<file path="config.mk">
export PLATFORM = sky130hd
export DESIGN_NAME = pfdLock
export DESIGN_NICKNAME = d
export VERILOG_FILES = /design/src/rtl/pfdPkg.sv /design/src/rtl/pfdControl.sv /design/src/rtl/pfdDatapath.sv /design/src/rtl/lockEval.sv /design/src/rtl/pfdLock.sv
export SDC_FILE = /design/constraint.sdc
export NUM_CORES = 1
export LEC_CHECK = 0
export BUFFER_PORTS_ARGS = -buffer_cell sky130_fd_sc_hd__buf_2
export CAP_MARGIN = 20
export CORE_UTILIZATION = 60
export CTS_BUF_LIST = sky130_fd_sc_hd__clkbuf_8
export DETAILED_ROUTE_END_ITERATION = 16
export GPL_TIMING_DRIVEN = 0
export PLACE_DENSITY = 0.86
export SLEW_MARGIN = 30
export SYNTH_ARGS = -nofsm -noshare
export SYNTH_HDL_FRONTEND = slang
export SYNTH_HIERARCHICAL = 1
export SYNTH_SLANG_ARGS = --single-unit
</file>
<file path="constraint.sdc">
create_clock -name clk -period 2.9 [get_ports clk]
set_clock_uncertainty 0.05 [all_clocks]
set_input_delay 0 -clock clk [delete_from_list [all_inputs] [get_ports clk]]
set_output_delay 0 -clock clk [all_outputs]
set_load 0.005 [all_outputs]
</file>
<file path="src/rtl/pfdPkg.sv">
package pfdPkg;
  localparam int NUM_LOOPS = 2;
  localparam int MAIN_IDX = 0;
  localparam int AUX_IDX = 1;

  typedef enum logic [1:0] {
    LK_PUSHPULL  = 2'b00,
    LK_OPENDRAIN = 2'b01,
    LK_MAINONLY  = 2'b10,
    LK_AUXONLY   = 2'b11
  } lockMode_e;

  // per-loop strobes from control to datapath and lock evaluation
  typedef struct packed {
    logic clr;   // end of comparison cycle, clear both enables
    logic hold;  // loop powered down, keep everything cleared
  } loopStrobe_t;
endpackage

</file>
<file path="src/rtl/pfdControl.sv">
module pfdControl
  import pfdPkg::*;
#(
  parameter int BACKLASH = 2
) (
  input  logic                         clk,
  input  logic                         rstN,
  input  logic [NUM_LOOPS-1:0]         pwr,
  input  logic [NUM_LOOPS-1:0]         up,
  input  logic [NUM_LOOPS-1:0]         dn,
  output loopStrobe_t [NUM_LOOPS-1:0]  strobe
);
  localparam int BL_W = (BACKLASH > 1) ? $clog2(BACKLASH) : 1;
  localparam logic [BL_W-1:0] BL_LAST = BL_W'(BACKLASH - 1);

  for (genvar l = 0; l < NUM_LOOPS; l++) begin : gLoop
    logic [BL_W-1:0] blCnt;
    logic bothOn;
    logic endCycle;

    assign bothOn = up[l] & dn[l];
    assign endCycle = bothOn && (blCnt == BL_LAST);

    always_ff @(posedge clk) begin
      if (!rstN || !pwr[l]) begin
        blCnt <= '0;
      end else if (endCycle || !bothOn) begin
        blCnt <= '0;
      end else begin
        blCnt <= blCnt + 1'b1;
      end
    end

    assign strobe[l].clr = endCycle & pwr[l];
    assign strobe[l].hold = ~pwr[l];
  end
endmodule

</file>
<file path="src/rtl/pfdDatapath.sv">
module pfdDatapath
  import pfdPkg::*;
#(
  parameter int MISMATCH_W = 4
) (
  input  logic                         clk,
  input  logic                         rstN,
  input  logic [NUM_LOOPS-1:0]         refPulse,
  input  logic [NUM_LOOPS-1:0]         divPulse,
  input  loopStrobe_t [NUM_LOOPS-1:0]  strobe,
  output logic [NUM_LOOPS-1:0]         up,
  output logic [NUM_LOOPS-1:0]         dn,
  output logic [NUM_LOOPS-1:0]         cycleGood
);
  localparam logic [MISMATCH_W-1:0] MIS_MAX = '1;

  for (genvar l = 0; l < NUM_LOOPS; l++) begin : gLoop
    logic upQ, dnQ;
    logic [MISMATCH_W-1:0] misCnt;

    always_ff @(posedge clk) begin
      if (!rstN || strobe[l].hold) begin
        upQ <= 1'b0;
        dnQ <= 1'b0;
      end else begin
        upQ <= (upQ & ~strobe[l].clr) | refPulse[l];
        dnQ <= (dnQ & ~strobe[l].clr) | divPulse[l];
      end
    end

    // clock periods with only one enable active in this comparison cycle
    always_ff @(posedge clk) begin
      if (!rstN || strobe[l].hold || strobe[l].clr) begin
        misCnt <= '0;
      end else if ((upQ ^ dnQ) && (misCnt != MIS_MAX)) begin
        misCnt <= misCnt + 1'b1;
      end
    end

    assign up[l] = upQ;
    assign dn[l] = dnQ;
    assign cycleGood[l] = (misCnt == '0);
  end
endmodule

</file>
<file path="src/rtl/lockEval.sv">
module lockEval
  import pfdPkg::*;
#(
  parameter int LOCK_CYCLES = 4
) (
  input  logic                         clk,
  input  logic                         rstN,
  input  loopStrobe_t [NUM_LOOPS-1:0]  strobe,
  input  logic [NUM_LOOPS-1:0]         cycleGood,
  input  logic [1:0]                   lockMode,
  output logic                         lockOut,
  output logic                         lockOe
);
  localparam int GOOD_W = $clog2(LOCK_CYCLES + 1);
  localparam logic [GOOD_W-1:0] GOOD_FULL = GOOD_W'(LOCK_CYCLES);

  logic [NUM_LOOPS-1:0] loopLocked;
  logic [NUM_LOOPS-1:0] loopOn;
  logic combined;
  lockMode_e modeSel;

  for (genvar l = 0; l < NUM_LOOPS; l++) begin : gLoop
    logic [GOOD_W-1:0] goodCnt;

    always_ff @(posedge clk) begin
      if (!rstN || strobe[l].hold) begin
        goodCnt <= '0;
      end else if (strobe[l].clr) begin
        if (!cycleGood[l]) goodCnt <= '0;
        else if (goodCnt != GOOD_FULL) goodCnt <= goodCnt + 1'b1;
      end
    end

    assign loopOn[l] = ~strobe[l].hold;
    assign loopLocked[l] = loopOn[l] && (goodCnt == GOOD_FULL);
  end

  always_comb begin
    unique case (loopOn)
      2'b11:   combined = loopLocked[MAIN_IDX] & loopLocked[AUX_IDX];
      2'b01:   combined = loopLocked[MAIN_IDX];
      2'b10:   combined = loopLocked[AUX_IDX];
      default: combined = 1'b0;
    endcase
  end

  assign modeSel = lockMode_e'(lockMode);

  always_comb begin
    lockOe = 1'b1;
    unique case (modeSel)
      LK_PUSHPULL:  lockOut = combined;
      LK_OPENDRAIN: begin
        lockOut = 1'b0;
        lockOe = ~combined;
      end
      LK_MAINONLY:  lockOut = loopLocked[MAIN_IDX];
      LK_AUXONLY:   lockOut = loopLocked[AUX_IDX];
      default:      lockOut = 1'b0;
    endcase
  end
endmodule

</file>
<file path="src/rtl/pfdLock.sv">
module pfdLock
  import pfdPkg::*;
#(
  parameter int BACKLASH = 2,
  parameter int LOCK_CYCLES = 4,
  parameter int MISMATCH_W = 4
) (
  input  logic       clk,
  input  logic       rstN,
  input  logic       mainRefPulse,
  input  logic       mainDivPulse,
  input  logic       auxRefPulse,
  input  logic       auxDivPulse,
  input  logic       mainPwr,
  input  logic       auxPwr,
  input  logic [1:0] lockMode,
  input  logic       intPumpDisable,
  output logic       mainUp,
  output logic       mainDn,
  output logic       mainIntUp,
  output logic       mainIntDn,
  output logic       auxUp,
  output logic       auxDn,
  output logic       lockOut,
  output logic       lockOe
);
  loopStrobe_t [NUM_LOOPS-1:0] strobe;
  logic [NUM_LOOPS-1:0] up, dn, cycleGood, pwr, refPulse, divPulse;

  assign pwr = {auxPwr, mainPwr};
  assign refPulse = {auxRefPulse, mainRefPulse};
  assign divPulse = {auxDivPulse, mainDivPulse};

  pfdControl #(.BACKLASH(BACKLASH)) uCtrl (
    .clk(clk), .rstN(rstN), .pwr(pwr), .up(up), .dn(dn), .strobe(strobe)
  );

  pfdDatapath #(.MISMATCH_W(MISMATCH_W)) uDp (
    .clk(clk), .rstN(rstN), .refPulse(refPulse), .divPulse(divPulse),
    .strobe(strobe), .up(up), .dn(dn), .cycleGood(cycleGood)
  );

  lockEval #(.LOCK_CYCLES(LOCK_CYCLES)) uLock (
    .clk(clk), .rstN(rstN), .strobe(strobe), .cycleGood(cycleGood),
    .lockMode(lockMode), .lockOut(lockOut), .lockOe(lockOe)
  );

  assign mainUp = up[MAIN_IDX];
  assign mainDn = dn[MAIN_IDX];
  assign auxUp = up[AUX_IDX];
  assign auxDn = dn[AUX_IDX];
  assign mainIntUp = up[MAIN_IDX] & ~intPumpDisable;
  assign mainIntDn = dn[MAIN_IDX] & ~intPumpDisable;
endmodule

</file>
==> results of run 1 <==
cells by family (layout without fill, tap and decap cells):
kind of cell / Yosys count / after routing / share of synthesized area
xor gates and xnor gates: 6 / 6 / 0.0460
and+or+nand+nor: 51 / 51 / 0.253
adders and majority gates: 8 / 8 / 0.0875
buffers and inverters: 20 / 47 / 0.0788
AOI/OAI and AO/OA: 36 / 36 / 0.185
DFF: 20 / 20 / 0.350
flip-flops by register name, summed over array words and instances, names as in the netlist:
name	flops
uLock/gLoop.goodCnt	6
uDp/gLoop.dnQ	2
uDp/gLoop.upQ	2
uDp/gLoop.misCnt	8
uCtrl/gLoop.blCnt	2
layer usage:
layer,wire (um),track usage,up-vias,part of all wire
li1,-,-,539,-
met1,1060,0.321,501,0.44
met2,1280,0.491,27,0.53
met3,70,0.0357,2,0.029
met4,18,0.0909,0,0.0074
met5,0,0,-,0
layout by cell type (no fill, tap or decap):
master,netlist,routed
xnor2_1,4,4
nand2_1,6,6
nor3b_2,2,2
o21ai_0,4,4
inv_1,16,16
o31ai_1,3,3
nor3_1,4,4
buf_2,0,18
dfxtp_1,20,20
nand3b_1,3,3
nand3_1,11,11
nor2_1,9,9
or3_1,2,2
a21oi_1,21,21
and3_1,2,2
a21boi_0,2,2
or2b_1,2,2
a211oi_1,5,5
a2111o_1,1,1
clkbuf_8,0,3
nand2b_1,4,4
nand3_2,1,1
nor3b_1,3,3
ha_1,8,8
nor2b_1,2,2
buf_4,4,4
dlygate4sd3_1,0,6
xor2_1,2,2
worst max-delay path by stage:
stage	endpoint	slack (ps)	depth (start not counted)
CTS	uLock/gLoop[0].goodCnt[0]	1210	6
finish	uLock/gLoop[0].goodCnt[0]	1190	6
detailed placement	uLock/gLoop[0].goodCnt[0]	1240	6
floorplan	uLock/gLoop[0].goodCnt[0]	1430	6
global placement	uLock/gLoop[0].goodCnt[0]	1300	6
global route	uLock/gLoop[0].goodCnt[0]	1050	6
power by group through the flow:
stage                     clock, W  combinational [W]  sequential, W
after floorplan                  0          0.0000308       0.000289
after global placement           0          0.0000474       0.000290
after detailed placement         0          0.0000491       0.000290
after CTS                 0.000182          0.0000561       0.000284
after global routing      0.000194          0.0000633       0.000285
final                     0.000182          0.0000571       0.000284
timing repair:
item	4_1_cts	5_1_grt
hold buffers	6	0
endpoints found under the hold margin	6	0
endpoints found under the setup margin	0	0
cell type report:
cell class                 instances  area (um2)
multi-input combinational        101         653
sequential                        20         400
fill                             141         398
timing repair buffer              24         150
inverter                          16        60.1
clock buffer                       3        41.3
tap                               25        31.3
buffer                             4        30.0
metrics by stage:
step           area (um2)  total power [W]  worst slack (ps)  instances
6_report             1370         0.000523              1190        193
5_1_grt              1370         0.000542              1050        193
4_1_cts              1370         0.000523              1210        193
3_5_place_dp         1260         0.000339              1240        184
3_3_place_gp         1260         0.000337              1300        184
2_1_floorplan        1140         0.000320              1430        141
==> run summary, run 1 <==
GLOBAL ROUTE
---------------------------------------------------------------------------------------
GRT Resource Usage Total                                                          0.270
Initial antenna violation count                                                       0
Vias in the first global route                                                     1022
Pin count of the biggest net entering global routing                                 11
Wire length of the first global-routing pass                                    4070 um
Global-route congestion overflow total                                                0

LOGIC SYNTHESIS
---------------------------------------------------------------------------------------
Yosys Warn Count                                                                      6
Async set-or-reset flop fraction in the synthesized netlist                           0
Average instance area after synthesis                                          8.11 um2
Library cell with the highest instance count after synthesis                    a21oi_1
#FFs+latches synth                                                                   20
Main flop type after synthesis                                                  dfxtp_1
Synth top cells by count                                                   a21oi_1, dfxtp_1, inv_1
Distinct cell type count of the synthesized netlist                                  25
Number of cells produced by synthesis                                               141
Top cell type by total area after synthesis                                     dfxtp_1
EDFF count, synth                                                                     0
Top cells by area, synth                                                   dfxtp_1, a21oi_1, ha_1
Area share of the largest cell type after synthesis                               0.350
Sequential-to-total area share from yosys stat                                    0.350
Net count of the mapped netlist                                                     160
Mapped Area                                                                    1140 um2

ROUTE
---------------------------------------------------------------------------------------
Average wire per cell in the routed design                                      12.6 um
Total wire length after detailed routing                                        2430 um
Antenna-violating nets left                                                           0
Number of violations reported at the end of detailed-routing iteration 0             17
Length of the first detailed-routing pass in iterations                               4
Via total after detailed routing                                                   1069
Post-route DRC violation count                                                        0
Routed via count divided by cell count                                             5.54

TIMING
---------------------------------------------------------------------------------------
Final hold violation count                                                            0
Setup repair after global routing missed its margin                               false
Final Setup Violations                                                                0
Count of final max-slew check failures                                                0
Fin crit share                                                                    0.591
Post-route worst hold slack                                                     24.4 ps
Maximum achievable frequency                                                    584 MHz
Max transition margin                                                             0.705
Summed negative setup slack over all endpoints                                     0 ps
Measured slew at the worst slew-check pin                                        442 ps
Fin crit period                                                                 1710 ps

PWR
---------------------------------------------------------------------------------------
Leakage power                                                                  0.512 nW
Combinational share of power                                                      0.109
Portion of total power attributed to sequential cells                             0.543
Net switching power                                                          0.000123 W
Power per standard cell area                                                 383 nW/um2
Internal power                                                               0.000400 W
Clock Power Share                                                                 0.347
VDD IR max                                                                     0.257 mV
Sw frac                                                                           0.235

FLOORPLANNING
---------------------------------------------------------------------------------------
Overall die width                                                               45.7 um
Initial standard-cell utilization of the core                                     0.648
Placeable Area                                                                 1760 um2
Number of rows created at floorplan                                                  15
Die Y                                                                           45.7 um
Total die area                                                                 2080 um2
I/O pin cnt                                                                          19

CRITICAL PATH
---------------------------------------------------------------------------------------
Startpoint kind of the worst setup timing path                                flip-flop
Crit path arrival time                                                          1820 ps
Maximum net fanout on the critical path                                               6
Ordered cell list for the critical path                                    buf_4 > nand3_1 > nor2_1 > a21boi_0 > xnor2_1 > nor2_1
Critical Path End Type                                                        flip-flop
CP peak stage delay                                                              420 ps
Dominant cell type by count on the critical path                                 nor2_1
Setup CP Type                                                                   reg2reg
Gate family responsible for the most delay along the worst path            simple AND/OR/NAND/NOR gates
Logic depth of the worst register-to-register path                                    6
Buffering stage count on the worst path with inverters included                       1
Crit Reg-Reg Startpoint                                                    uDp/gLoop[0].upQ
Master of the slowest instance on the critical path                             dfxtp_1
Worst path required time                                                        3000 ps
Worst r2r dst                                                              uLock/gLoop[0].goodCnt[0]
Worst Setup SP                                                             uDp/gLoop[0].upQ
Worst reg2reg setup slack                                                       1190 ps

CLOCK NETWORK
---------------------------------------------------------------------------------------
Post-cts sizing count                                                                 0
Clock tree from TritonCTS                                                           yes
Number of buffers inserted during clock tree synthesis                                3
Clock latency of the later-clocked register in the worst-skew pair               250 ps
Clk root buf                                                                   clkbuf_8
Sink count of the clock tree                                                         20
Total setup buffers inserted after CTS                                                0
Worst-case clock buffer depth                                                         2
H-tree level count                                                                    1
Clk pin slew, worst setup/hold paths                                              70 ps

HOLD PATH
---------------------------------------------------------------------------------------
Hold EP                                                                    uCtrl/gLoop[0].blCnt
Cell depth of the worst min-delay path                                                2
Start point of the worst min-delay path                                            rstN
Tightest Hold Check Type                                                         in2reg

OUTCOME
---------------------------------------------------------------------------------------
Status                                                                        completed

PLACED DESIGN
---------------------------------------------------------------------------------------
Post-detail-place hpwl                                                          1750 um
Count of buffers from port buffering                                                 18
Final weighted congestion in routability-driven placement                         0.765

CELLS AND AREA
---------------------------------------------------------------------------------------
Share of final-layout standard cells stronger than drive strength 1               0.167
Layout area overhead                                                              19.5%
Inserted Diodes                                                                       0
Nets                                                                                189
Post-route core utilization                                                       0.774

JOB
---------------------------------------------------------------------------------------
MaxCap Viol Count                                                                     0

(Power assumes the default switching activity.)
==> run 2: changes to the inputs <==
- CORE_UTILIZATION: 60 -> 52
- PLACE_DENSITY: 0.86 -> 0.79
- clock period: 2.9 -> 1.5 ns (I/O delays scaled with it)
==> run 2 against run 1 <==
Against the previous run: the run now ends with setup timing left; sequential share of layout area down 2.2 points; critical path depth unchanged; combinational power up 110%; clock power up 120%; cell count up 3.1%; via count up 5.1%; sequential cell count unchanged; first-iteration DRC count up 120%; final area up 11%; largest cell class unchanged.
==> run summary, run 2 (synthesized netlist as in run 1, its figures left out) <==
GLOBAL ROUTE
---------------------------------------------------------------------------------------
GRT Resource Usage Total                                                          0.217   -0.0528
Vias in the first global route                                                      966   -5.5%
Pin count of the biggest net entering global routing                                 12   +1
Global-route congestion overflow total                                                0   unchanged
Wire length of the first global-routing pass                                    4060 um   -0.34%
Initial antenna violation count                                                       0   unchanged

TIMING
---------------------------------------------------------------------------------------
Final Setup Violations                                                                1   +1
Summed negative setup slack over all endpoints                                 -10.9 ps   -10.9 ps
Setup repair after global routing missed its margin                                true
Maximum achievable frequency                                                    662 MHz
Fin crit period                                                                 1510 ps
Max transition margin                                                             0.758   +0.0538
Final hold violation count                                                            0   unchanged
Measured slew at the worst slew-check pin                                        360 ps   -82.4 ps
Fin crit share                                                                     1.01
Final worst-path setup slack                                                   -10.9 ps   -1200 ps
Count of final max-slew check failures                                                0   unchanged

CLOCK NETWORK
---------------------------------------------------------------------------------------
Clock tree from TritonCTS                                                           yes
Sink count of the clock tree                                                         20   unchanged
H-tree level count                                                                    1   unchanged
Clock latency of the later-clocked register in the worst-skew pair               250 ps   about the same
Worst-case clock buffer depth                                                         2   unchanged
Clk pin slew, worst setup/hold paths                                              80 ps   about the same
Clk root buf                                                                   clkbuf_8
Number of buffers inserted during clock tree synthesis                                3   unchanged

CELLS AND AREA
---------------------------------------------------------------------------------------
Nets                                                                                192   +1.6%
Largest reg by FF count                                                    uDp/gLoop.misCnt
Max reg flops                                                                         8   unchanged
Inserted Diodes                                                                       0   unchanged
Most common cell after layout, fill and taps aside                              a21oi_1
Final design instance area without fill                                        1510 um2   +11%
Post-route core utilization                                                       0.748   -0.0269
Share of final-layout standard cells stronger than drive strength 1               0.320   +0.153
Layout area overhead                                                              32.2%
Largest registers in the final layout                                      uDp/gLoop.misCnt x8, uLock/gLoop.goodCnt x6
Commonest non-fill, non-tap cells in the layout                            a21oi_1, buf_2, inv_1
Post-route non-filler standard cell count                                           199   +3.1%

ROUTE
---------------------------------------------------------------------------------------
Post-route DRC violation count                                                        0   unchanged
Via total after detailed routing                                                   1123   +5.1%
Antenna-violating nets left                                                           0   unchanged
Number of violations reported at the end of detailed-routing iteration 0             37   +20
Routed via count divided by cell count                                             5.64   +1.9%
Total wire length after detailed routing                                        2710 um   +12%
Average wire per cell in the routed design                                      13.6 um   +8.2%
Length of the first detailed-routing pass in iterations                               4   unchanged

PLACED DESIGN
---------------------------------------------------------------------------------------
Post-Place Cells                                                                    186   +1.1%
Final weighted congestion in routability-driven placement                         0.819   +7.1%
Count of buffers from port buffering                                                 18   unchanged
Post-detail-place hpwl                                                          1690 um   -3.9%
Cell area after placement                                                      1270 um2   +0.20%

HOLD PATH
---------------------------------------------------------------------------------------
Cell depth of the worst min-delay path                                                2   unchanged
Tightest Hold Check Type                                                         in2reg
Start point of the worst min-delay path                                            rstN

FLOORPLANNING
---------------------------------------------------------------------------------------
Overall die width                                                               48.9 um   +7.1%
Die Y                                                                           48.9 um   +7.1%
Total die area                                                                 2390 um2   +15%
Number of rows created at floorplan                                                  16   +1
Initial standard-cell utilization of the core                                     0.566   -0.0826
I/O pin cnt                                                                          19   unchanged
Placeable Area                                                                 2020 um2   +15%

CRITICAL PATH
---------------------------------------------------------------------------------------
Maximum net fanout on the critical path                                               3   -3
Crit Reg-Reg Startpoint                                                    uDp/gLoop[1].misCnt[0]
Worst path required time                                                        1450 ps   -1550 ps
Critical Path End Type                                                     primary output
Startpoint kind of the worst setup timing path                                flip-flop
Worst Setup SP                                                             uLock/gLoop[1].goodCnt[1]
Crit path arrival time                                                          1460 ps   -360 ps
Setup CP Type                                                                   reg2out
Logic depth of the worst register-to-register path                                    6   unchanged

PWR
---------------------------------------------------------------------------------------
VDD IR max                                                                     0.581 mV   +130%
Final Total Pwr                                                               0.00108 W   +110%
Power per standard cell area                                                 712 nW/um2   +86%
Leakage power                                                                  0.560 nW   +9.3%

OUTCOME
---------------------------------------------------------------------------------------
Status                                                                     finished, violations left
Failing checks                                                             setup timing

JOB
---------------------------------------------------------------------------------------
MaxCap Viol Count                                                                     0   unchanged

==> run 2: cell types whose count changed in the layout (fill, tap and decap cells not counted), sizes merged <==
| cell | change |
|---|---|
| buf | +3 |
| clkbuf | +1 |
==> run 2: repair_timing <==
item                       in CTS  in global routing
gates resized for setup        16                 15
pin swaps                       2                  3
hold endpoints to repair        5                  1
hold buffers                    5                  1
setup buffers                   1                  2
setup endpoints to repair       7                  9
==> run 2: layout make-up <==
class | count | area (um2)
Inverter | 16 | 60.1
Clock buffer | 4 | 55.1
Multi-Input combinational cell | 101 | 751
Buffer | 4 | 30.0
Sequential cell | 20 | 409
Fill cell | 152 | 510
Timing Repair Buffer | 27 | 173
Tap cell | 27 | 33.8
==> run 2: power by group <==
group	switching [W]	internal (W)	leakage, nW
combinational	0.0000612	0.0000610	0.366
sequential	0.0000106	0.000540	0.165
clock	0.000169	0.000233	0.0288
==> run 2: final timing paths <==
kind                               end  slack [ps]
max                            lockOut         -10
min               uCtrl/gLoop[1].blCnt          20
max reg2reg  uLock/gLoop[1].goodCnt[1]          20
min reg2reg       uCtrl/gLoop[0].blCnt         380
==> run 2: routing by layer <==
| metal | up-vias | routed length (um) | global-route usage |
|---|---|---|---|
| met3 | 4 | 138 | 0.0280 |
| li1 | 545 | - | - |
| met1 | 526 | 1150 | 0.249 |
| met5 | - | 0 | 0 |
| met2 | 48 | 1400 | 0.410 |
| met4 | 0 | 22 | 0.0735 |
==> run 2: stage by stage <==
stage | hold WS, ps | worst slack, ps
detailed placement | 171 | -139
floorplan | -19.8 | 32.6
global placement | 154 | -112
global route | 16.0 | -63.1
CTS | 12.5 | 8.84
finish | 22.5 | -10.9
==> run 2: worst max-delay path: stages (launching register included) <==
cell,delay (ps)
dfxtp_2,340
inv_2,70
ha_4,140
nand2_2,60
a2111o_1,390
o31ai_2,60
buf_2,140
